===== config.mk =====
export PLATFORM = sky130hd
export DESIGN_NAME = i2c_eeprom_reader
export DESIGN_NICKNAME = d
export VERILOG_FILES = /design/src/rtl/i2c_rd_pkg.sv /design/src/rtl/i2c_line_sync.sv /design/src/rtl/i2c_addr_ctr.sv /design/src/rtl/i2c_prot_query.sv /design/src/rtl/i2c_eeprom_reader.sv
export SDC_FILE = /design/constraint.sdc
export NUM_CORES = 1
export LEC_CHECK = 0
export BUFFER_PORTS_ARGS = -buffer_cell sky130_fd_sc_hd__buf_2
export CAP_MARGIN = 25
export CORE_MARGIN = 2
export CORE_UTILIZATION = 59
export DETAILED_ROUTE_END_ITERATION = 10
export GPL_ROUTABILITY_DRIVEN = 0
export PLACE_DENSITY = 0.77
export SLEW_MARGIN = 20
export SYNTH_ARGS = -nofsm -noshare
export SYNTH_HDL_FRONTEND = slang
export SYNTH_HIERARCHICAL = 1
export SYNTH_SLANG_ARGS = --single-unit

===== constraint.sdc =====
create_clock -name clk -period 2.5 [get_ports clk]
set_input_delay 0.375 -clock clk [delete_from_list [all_inputs] [get_ports clk]]
set_output_delay 0.375 -clock clk [all_outputs]
set_load 0.01 [all_outputs]

===== src/rtl/i2c_rd_pkg.sv =====
package i2c_rd_pkg;
  typedef enum logic [2:0] {
    ST_IDLE, ST_RX, ST_PRE_ACK, ST_ACK, ST_TX, ST_MACK, ST_MACK_DONE, ST_IGNORE
  } eng_state_t;

  typedef enum logic [1:0] {NX_WORD, NX_TX, NX_IGN} next_act_t;
  typedef enum logic {RX_DEV, RX_WORD} rx_kind_t;

  localparam logic [3:0] MEM_TYPE  = 4'b1010;
  localparam logic [3:0] PROT_TYPE = 4'b0110;
  localparam logic [2:0] Q_REV     = 3'b001;
  localparam logic [2:0] Q_CLR     = 3'b011;
  localparam logic [2:0] Q_PERM    = 3'b010;
endpackage


===== src/rtl/i2c_line_sync.sv =====
module i2c_line_sync #(
  parameter int STAGES = 2
) (
  input  logic clk,
  input  logic rst,
  input  logic scl_in,
  input  logic sda_in,
  output logic scl_s,
  output logic sda_s,
  output logic scl_rise,
  output logic scl_fall,
  output logic start_det,
  output logic stop_det
);
  logic [STAGES-1:0] scl_pipe, sda_pipe;
  logic scl_p, sda_p;

  always_ff @(posedge clk) begin
    if (rst) begin
      scl_pipe <= '1;
      sda_pipe <= '1;
      scl_p    <= 1'b1;
      sda_p    <= 1'b1;
    end else begin
      scl_pipe <= {scl_pipe[STAGES-2:0], scl_in};
      sda_pipe <= {sda_pipe[STAGES-2:0], sda_in};
      scl_p    <= scl_pipe[STAGES-1];
      sda_p    <= sda_pipe[STAGES-1];
    end
  end

  assign scl_s     = scl_pipe[STAGES-1];
  assign sda_s     = sda_pipe[STAGES-1];
  assign scl_rise  = scl_s & ~scl_p;
  assign scl_fall  = ~scl_s & scl_p;
  assign start_det = scl_s & scl_p & sda_p & ~sda_s;
  assign stop_det  = scl_s & scl_p & ~sda_p & sda_s;
endmodule


===== src/rtl/i2c_addr_ctr.sv =====
module i2c_addr_ctr #(
  parameter int ADDR_W = 8
) (
  input  logic              clk,
  input  logic              rst,
  input  logic              load,
  input  logic [ADDR_W-1:0] load_val,
  input  logic              inc,
  output logic [ADDR_W-1:0] cnt
);
  always_ff @(posedge clk) begin
    if (rst)       cnt <= '0;
    else if (load) cnt <= load_val;
    else if (inc)  cnt <= cnt + 1'b1;
  end
endmodule


===== src/rtl/i2c_prot_query.sv =====
module i2c_prot_query
  import i2c_rd_pkg::*;
(
  input  logic [2:0] sel,
  input  logic       perm,
  input  logic       rev,
  output logic       known,
  output logic       ack
);
  always_comb begin
    known = (sel == Q_REV) || (sel == Q_CLR) || (sel == Q_PERM);
    if (perm)                    ack = 1'b0;
    else if (rev && sel == Q_REV) ack = 1'b0;
    else                          ack = 1'b1;
  end
endmodule


===== src/rtl/i2c_eeprom_reader.sv =====
module i2c_eeprom_reader
  import i2c_rd_pkg::*;
#(
  parameter int ADDR_W      = 8,
  parameter int SYNC_STAGES = 2
) (
  input  logic              clk,
  input  logic              rst,
  input  logic              scl_in,
  input  logic              sda_in,
  output logic              sda_drive_low,
  input  logic [2:0]        strap_sel,
  output logic              mem_rd_en,
  output logic [ADDR_W-1:0] mem_rd_addr,
  input  logic [7:0]        mem_rd_data,
  input  logic              prot_perm,
  input  logic              prot_rev
);
  localparam int BYTE_W = 8;
  localparam logic [3:0] LAST_BIT = 4'(BYTE_W - 1);
  localparam logic [3:0] ALL_BITS = 4'(BYTE_W);

  logic scl_s, sda_s, scl_rise, scl_fall, start_det, stop_det;

  i2c_line_sync #(.STAGES(SYNC_STAGES)) u_sync (
    .clk(clk), .rst(rst), .scl_in(scl_in), .sda_in(sda_in),
    .scl_s(scl_s), .sda_s(sda_s), .scl_rise(scl_rise), .scl_fall(scl_fall),
    .start_det(start_det), .stop_det(stop_det)
  );

  eng_state_t        state;
  rx_kind_t          kind;
  next_act_t         nxt;
  logic [3:0]        bitcnt;
  logic [6:0]        rx_sh;
  logic [6:0]        tx_sh;
  logic [7:0]        tx_buf;
  logic              sda_low, rd_en, fetch_d1;
  logic [ADDR_W-1:0] rd_addr, rd_ptr;
  logic [7:0]        rx_byte;
  logic              byte_done, dev_is_mem, dev_is_query, q_known, q_ack;
  logic              ctr_load, ctr_inc;

  assign rx_byte      = {rx_sh, sda_s};
  assign byte_done    = (state == ST_RX) && scl_rise && (bitcnt == LAST_BIT);
  assign dev_is_mem   = (rx_byte[7:4] == MEM_TYPE) && (rx_byte[3:1] == strap_sel);
  assign dev_is_query = (rx_byte[7:4] == PROT_TYPE) && rx_byte[0];
  assign ctr_load     = byte_done && (kind == RX_WORD);
  assign ctr_inc      = (state == ST_TX) && scl_fall && (bitcnt == ALL_BITS);

  i2c_prot_query u_query (
    .sel(rx_byte[3:1]), .perm(prot_perm), .rev(prot_rev),
    .known(q_known), .ack(q_ack)
  );

  i2c_addr_ctr #(.ADDR_W(ADDR_W)) u_ctr (
    .clk(clk), .rst(rst), .load(ctr_load),
    .load_val(rx_byte[ADDR_W-1:0]), .inc(ctr_inc), .cnt(rd_ptr)
  );

  always_ff @(posedge clk) begin
    if (rst) begin
      state   <= ST_IDLE;
      kind    <= RX_DEV;
      nxt     <= NX_IGN;
      bitcnt  <= '0;
      rx_sh   <= '0;
      tx_sh   <= '0;
      sda_low <= 1'b0;
      rd_en   <= 1'b0;
      rd_addr <= '0;
    end else begin
      rd_en <= 1'b0;
      if (stop_det) begin
        state   <= ST_IDLE;
        sda_low <= 1'b0;
      end else if (start_det) begin
        state   <= ST_RX;
        kind    <= RX_DEV;
        bitcnt  <= '0;
        sda_low <= 1'b0;
      end else begin
        case (state)
          ST_RX: if (scl_rise) begin
            rx_sh  <= rx_byte[6:0];
            bitcnt <= bitcnt + 1'b1;
            if (bitcnt == LAST_BIT) begin
              if (kind == RX_WORD) begin
                nxt   <= NX_IGN;
                state <= ST_PRE_ACK;
              end else if (dev_is_mem) begin
                state <= ST_PRE_ACK;
                if (rx_byte[0]) begin
                  nxt     <= NX_TX;
                  rd_en   <= 1'b1;
                  rd_addr <= rd_ptr;
                end else begin
                  nxt <= NX_WORD;
                end
              end else if (dev_is_query && q_known && q_ack) begin
                nxt   <= NX_IGN;
                state <= ST_PRE_ACK;
              end else begin
                state <= ST_IGNORE;
              end
            end
          end
          ST_PRE_ACK: if (scl_fall) begin
            sda_low <= 1'b1;
            state   <= ST_ACK;
          end
          ST_ACK: if (scl_fall) begin
            case (nxt)
              NX_WORD: begin
                sda_low <= 1'b0;
                kind    <= RX_WORD;
                bitcnt  <= '0;
                state   <= ST_RX;
              end
              NX_TX: begin
                tx_sh   <= tx_buf[6:0];
                sda_low <= ~tx_buf[7];
                bitcnt  <= 4'd1;
                state   <= ST_TX;
              end
              default: begin
                sda_low <= 1'b0;
                state   <= ST_IGNORE;
              end
            endcase
          end
          ST_TX: if (scl_fall) begin
            if (bitcnt == ALL_BITS) begin
              sda_low <= 1'b0;
              state   <= ST_MACK;
            end else begin
              sda_low <= ~tx_sh[6];
              tx_sh   <= {tx_sh[5:0], 1'b0};
              bitcnt  <= bitcnt + 1'b1;
            end
          end
          ST_MACK: if (scl_rise) begin
            if (!sda_s) begin
              rd_en   <= 1'b1;
              rd_addr <= rd_ptr;
              state   <= ST_MACK_DONE;
            end else begin
              state <= ST_IGNORE;
            end
          end
          ST_MACK_DONE: if (scl_fall) begin
            tx_sh   <= tx_buf[6:0];
            sda_low <= ~tx_buf[7];
            bitcnt  <= 4'd1;
            state   <= ST_TX;
          end
          default: ;
        endcase
      end
    end
  end

  always_ff @(posedge clk) begin
    if (rst) begin
      fetch_d1 <= 1'b0;
      tx_buf   <= '0;
    end else begin
      fetch_d1 <= rd_en;
      if (fetch_d1) tx_buf <= mem_rd_data;
    end
  end

  assign sda_drive_low = sda_low;
  assign mem_rd_en     = rd_en;
  assign mem_rd_addr   = rd_addr;
endmodule


# Word level (Yosys, flattened, before mapping)

Cells that the tools add are included.

Flip-flop bits (word level): 57
Input port bits: 17
Output and inout bits: 10
Logic and storage cells: 172

$add $sub $neg: 2
Equality and inequality tests: 39
Mux-type cells: 64
Bitwise operators: 15
Reductions and logical operators: 35

Operators by type and width:

| cell                                           | count |
|---|---|
| two-way mux 8 bit                              | 9 |
| two-way mux 7 bit                              | 5 |
| two-way mux 3 bit                              | 11 |
| two-way mux 4 bit                              | 6 |
| two-way mux 1 bit                              | 22 |
| inequality test 2 bit (second input constant)  | 11 |
| inequality test 3 bit (second input constant)  | 7 |
| case mux 7 bit (3 select lines)                | 1 |
| case mux 3 bit (6 select lines)                | 1 |
| AND reduction 9 bit                            | 2 |
| case mux 4 bit (4 select lines)                | 1 |
| case mux 8 bit (2 select lines)                | 1 |
| AND reduction 8 bit                            | 2 |
| == test 3 x 2 -> 1 bit (second input constant) | 4 |
| logical AND 1 bit                              | 10 |
| AND reduction 10 bit                           | 1 |
| nonzero test 2 bit                             | 5 |
| == test 3 bit (second input constant)          | 3 |
| adder 8 x 1 -> 8 bit (second input constant)   | 1 |
| == test 4 x 3 -> 1 bit (second input constant) | 2 |
| == test 4 bit (second input constant)          | 2 |
| NOT 1 bit                                      | 8 |
| case mux 4 bit (2 select lines)                | 1 |
| AND reduction 4 bit                            | 2 |
| other kinds (23)                               | 37 |

# Depth between registers and ports, before layout

Depth after elaboration: 12
Mapped depth: 9
Gate-level depth less buffers: 7

# Modules after synthesis

The synthesis kept the hierarchy.

Modules (own cells, without submodules):

| module            | instances | cells an instance | area each (um2) | seq. area each (um2) |
|---|---|---|---|---|
| i2c_eeprom_reader | 1         | 263               | 2318.5          | 860.8 |
| i2c_addr_ctr      | 1         | 53                | 464.2           | 160.2 |
| i2c_line_sync     | 1         | 16                | 190.2           | 120.1 |
| i2c_prot_query    | 1         | 4                 | 21.3            | 0.0 |

# Worst setup path before layout

Ideal clock, no wire load.

Kind: flip-flop to flip-flop
Start point: reg state[0]
End point: reg u_ctr.cnt[7]
Setup time: 0.079 ns
Arrival: 1.925 ns
Data required time: 2.421 ns
Setup slack: 0.497 ns
Cell stages (with the launch flop): 8
Buffers on the path: 1
Clock period less this slack: 2.003 ns
Cells stage by stage: dfxtp_1 > nand2b_2 > nor2_4 > and3_1 > buf_6 > or3b_1 > or4_1 > o211ai_1

Elaborated cells between the ends (all ways): 9
Those cells by class: 2 x eq/ne; 1 x mux; 6 x reduce/logical

RTL lines:

| item                                | line                    | RTL |
|---|---|---|
| start: declaration                  | i2c_eeprom_reader.sv:31 | `eng_state_t state;` |
| start signal: assignment            | i2c_eeprom_reader.sv:63 | `state <= ST_IDLE;` |
| start signal: assignment            | i2c_eeprom_reader.sv:75 | `state <= ST_IDLE;` |
| start signal: assignment            | i2c_eeprom_reader.sv:78 | `state <= ST_RX;` |
| == test 3 bit                       | i2c_eeprom_reader.sv:49 | `assign ctr_inc = (state == ST_TX) && scl_fall && (bitcnt == ALL_BITS);` |
| logical AND 1 bit (2 in series)     | i2c_eeprom_reader.sv:49 |  |
| net ctr_inc                         | i2c_eeprom_reader.sv:42 | `logic ctr_load, ctr_inc;` |
| nonzero test 2 bit (no source line) | n/a                     |  |
| end signal: assignment              | i2c_addr_ctr.sv:13      | `else if (load) cnt <= load_val;` |
| end signal: assignment              | i2c_addr_ctr.sv:14      | `else if (inc) cnt <= cnt + 1'b1;` |
| end: declaration                    | i2c_addr_ctr.sv:9       | `output logic [ADDR_W-1:0] cnt` |

The timed path passes the listed nets, and every way through them passes these cells.
A chain may end at the register's enable or synchronous reset.

# Final worst setup path

Start point: reg u_sync.sda_pipe[1]
End point: reg rd_addr[6], in the netlist mem_rd_addr[6]

Elaborated cells between the ends (all ways): 8
Those cells by class: 2 x eq/ne; 5 x bitwise; 1 x reduce/logical

RTL lines:

| item                                  | line                     | RTL |
|---|---|---|
| start: declaration                    | i2c_line_sync.sv:15      | `logic [STAGES-1:0] scl_pipe, sda_pipe;` |
| start signal: assignment              | i2c_line_sync.sv:26      | `sda_pipe <= {sda_pipe[STAGES-2:0], sda_in};` |
| AND 1 bit                             | i2c_line_sync.sv:37      | `assign stop_det = scl_s & scl_p & ~sda_p & sda_s;` |
| net stop_det                          | i2c_eeprom_reader.sv:23  | `logic scl_s, sda_s, scl_rise, scl_fall, start_det, stop_det;` |
| NOT 1 bit (no source line)            | n/a                      |  |
| AND reduction 10 bit (no source line) | n/a                      |  |
| end signal: assignment                | i2c_eeprom_reader.sv:96  | `rd_addr <= rd_ptr;` |
| end signal: assignment                | i2c_eeprom_reader.sv:145 | `rd_addr <= rd_ptr;` |
| end: declaration                      | i2c_eeprom_reader.sv:39  | `logic [ADDR_W-1:0] rd_addr, rd_ptr;` |

The timed path passes the listed nets, and every way through them passes these cells.

==> flow_summary_export.csv <==
group,metric,value,unit
place,dp_hpwl,4573,um
timing,final.period_utilization,89.62,%
cells_and_area,nets,386,
die,die_area,5660,sq um
die,ios,27,
clock_network,insertion_delay,0.34,ns
cells_and_area,insertedDiodeCount,0,
clock_network,clkTransAtPathRegs,0.07,ns
pwr,total_power,0.002350,W
detailed_routing,wl,6523,um
worst_setup_path,end_kind,"register",
place,place_area,3181,sq um
die,die_h,75.24,um
synthesis,yosys_warnings,6,
clock_network,clock_sinks,57,
synthesis,ys_seq_area_share,38.11,%
clock_network,cts_tree,"built",
timing,finalClockSkew,0.005979,ns
synthesis,netlist_instances,336,
pwr,powerDensity,693.7,nW/um^2
cells_and_area,fin_area,3388,sq um
global_route,groute.usage.overall,24.49,%
timing,hold_violations,0,
worst_setup_path,max_stage_delay,0.40,ns
worst_setup_path,crit_arrival,2.45,ns
die,start_util,62.16,%
die,core,4817,sq um
worst_setup_path,cp_data_required_time,2.71,ns
clock_network,ctsHoldBuffers,0,
synthesis,ys_ff_latch,57,
timing,relSlewSlack,65.06,%
min_path,hold_class,"input pin to register",
synthesis,synth.distinct_cells,62,
detailed_routing,dr.pass1.iters,4,
detailed_routing,routed_via_density,5.868,
die,fp-row-count,25,
timing,fin_crit,2.240,ns
synthesis,synthArstFlopShare,0,%
synthesis,syn_nets,356,
timing,rsz0062_at_grt,"no",
place,pre_cts_slack,0.3081,ns
timing,fmax,446.3,MHz
timing,setup_viol,0,
synthesis,synth-edff-count,0,
global_route,grt_max_degree,33,
clock_network,ctsResizeCount,0,
worst_setup_path,cp-start-kind,"register",
clock_network,clockBufferDepth,2,
synthesis,synth_area,2994,sq um
cells_and_area,drive_gt1_share,21.02,%
worst_setup_path,worstSetupPathType,"register to register",
detailed_routing,drc,0,
pwr,peakVddDrop,0.4169,mV
timing,worst_slack,0.2596,ns
outcome,outcome,"finished clean",
clock_network,numCtsBuffers,9,
place,io_buffers,26,
flow_run,cap_viol_max_count,0,
pwr,p_leak,1.222,nW
detailed_routing,ant_nets,0,
timing,slew_viol_final,0,
detailed_routing,first_iter_violations,132,
synthesis,synth.avg_cell_area,8.911,sq um
place,place_inst,422,
detailed_routing,wire_per_inst,14.89,um
clock_network,cts_setup_buffers,0,
cells_and_area,syn2layout_area_growth,13.16,%
clock_network,htreeDepth,3,
worst_setup_path,cpLargestDelayFamily,"simple AND/OR/NAND/NOR gates",
timing,tightestPinTransition,0.5241,ns
global_route,grt_overflow_total,0,
cells_and_area,fillCellCount,399,
timing,setup_tns,0,ns
die,die_w,75.24,um
global_route,grt_pass1_wl,10470,um
cells_and_area,instances_no_fill,438,
global_route,antenna_found_initial,0,
global_route,grt_pass1_vias,2332,
worst_setup_path,cp_slowest_cell,"dfxtp_1",
detailed_routing,num_vias,2570,
worst_setup_path,crit_chain,"and4b_1 > or2_1 > nor4b_1 > o221a_1 > buf_4 > mux2i_1 > nor2_1",
worst_setup_path,worst-path-buf-inv,1,
synthesis,synth-main-ff-cell,"dfxtp_1",
worst_setup_path,crit_fanout,9,
clock_network,cts_root_buf,"clkbuf_8",
## stage by stage
stage | hold slack, ns | util [%]
floorplan | 0.3832 | -
global placement | 0.3929 | 66.03
detailed placement | 0.3943 | 66.03
CTS | 0.2011 | 70.34
global route | 0.2140 | 70.34
finish | 0.2061 | 70.34
## area by class of cell
| cell class | instances | area, sq um | share of cell area, % |
|---|---|---|---|
| flip-flops and latches | 57 | 1141 | 33.68 |
| multi-input cells | 251 | 1698 | 50.11 |
| repair buffers | 39 | 227.7 | 6.721 |
| clock buffers | 14 | 172.7 | 5.096 |
| well taps | 67 | 83.83 | 2.474 |
| inverters | 8 | 30.03 | 0.8863 |
| clock inverters | 2 | 35.03 | 1.034 |
## cell usage in the layout (no fill, tap or decap), types with 3 or more instances in the layout
master	Yosys	routed
dfxtp_1	57	57
nor2_1	41	41
nand2_1	28	28
buf_2	4	26
mux2i_1	19	19
a21oi_1	18	18
nand3_1	15	15
buf_4	4	13
clkbuf_8	0	12
inv_1	8	8
or2_1	8	8
nor2b_1	8	8
nor3_1	8	8
xor2_1	7	7
nor3b_1	6	6
a311oi_2	6	6
and4b_1	5	5
nor2_2	4	4
nand3b_1	4	4
o21ai_0	4	4
a211oi_1	4	4
nand4_1	4	4
o211ai_1	4	4
and3b_1	3	3
a211oi_2	3	3
or4_1	3	3
nor4_1	3	3
a31oi_1	3	3
ha_1	3	3
## layer usage
metal  global-route usage [%]  up-vias  part of all wire (%)
li1                         -     1274                     -
met1                    29.14     1231                    44
met2                    41.81       55                    49
met3                    7.497       10                   5.3
met4                    8.772        0                   1.5
met5                        0        -                     0
## synthesized netlist by cell type, drive strengths merged, types with 2 or more instances
cell | count | share of area [%]
o2bb2ai | 2 | 0.59
a211oi | 7 | 2.3
nand2 | 29 | 3.7
nand2b | 3 | 0.71
or2 | 8 | 1.7
ha | 3 | 1.3
xor2 | 7 | 2.0
and3 | 2 | 0.42
or3b | 3 | 0.88
inv | 8 | 1.0
or4 | 3 | 0.75
mux2i | 19 | 6.4
nand3b | 4 | 1.0
or3 | 2 | 0.42
buf | 13 | 3.3
dfxtp | 57 | 38
nor3 | 8 | 1.3
nor2b | 8 | 1.7
and3b | 3 | 0.88
a21oi | 20 | 3.6
o211ai | 4 | 1.0
nand3 | 15 | 2.5
nor4 | 5 | 2.0
and4b | 5 | 1.7
a311oi | 6 | 3.0
nor2 | 46 | 6.4
nand4 | 4 | 0.84
o21ai | 6 | 1.3
clkbuf | 7 | 0.88
nor3b | 6 | 1.5
a31oi | 3 | 0.63
o22ai | 2 | 0.42
## cells by family after synthesis
| logic type | synth area share, % |
|---|---|
| muxes | 6.728 |
| and+or+nand+nor | 29.96 |
| DFF | 38.11 |
| xor gates and xnor gates | 2.048 |
| adders and majority gates | 1.254 |
| buffers and inverters | 5.182 |
| AOI/OAI and AO/OA | 16.72 |
## report_power, final
group	internal [W]	switching, W
Combinational	0.000192	0.000285
Clock	0.000541	0.000352
Sequential	0.000947	0.0000331
Total	0.00168	0.000670
## state kept, by name, summed over array words and instances (netlist names)
name,cells
mem_rd_addr,8
tx_buf,8
u_ctr/cnt,8
rx_sh,7
tx_sh,7
bitcnt,4
state,3
nxt,2
u_sync/scl_pipe,2
u_sync/sda_pipe,2
fetch_d1,1
kind,1
mem_rd_en,1
sda_drive_low,1
u_sync/scl_p,1
u_sync/sda_p,1
## final timing paths
kind	cells past startpoint	slack, ns	endpoint	start
setup / recovery	7	0.26	mem_rd_addr[6]$_SDFFE_PP0P_	u_sync/sda_pipe[1]$_SDFF_PP1_
hold / removal	2	0.21	u_sync/sda_pipe[0]$_SDFF_PP1_	sda_in
setup reg to reg	7	0.26	mem_rd_addr[6]$_SDFFE_PP0P_	u_sync/sda_pipe[1]$_SDFF_PP1_
hold reg to reg	1	0.41	u_sync/sda_pipe[1]$_SDFF_PP1_	u_sync/sda_pipe[0]$_SDFF_PP1_
Note: power is estimated with default switching activity, not from simulation.
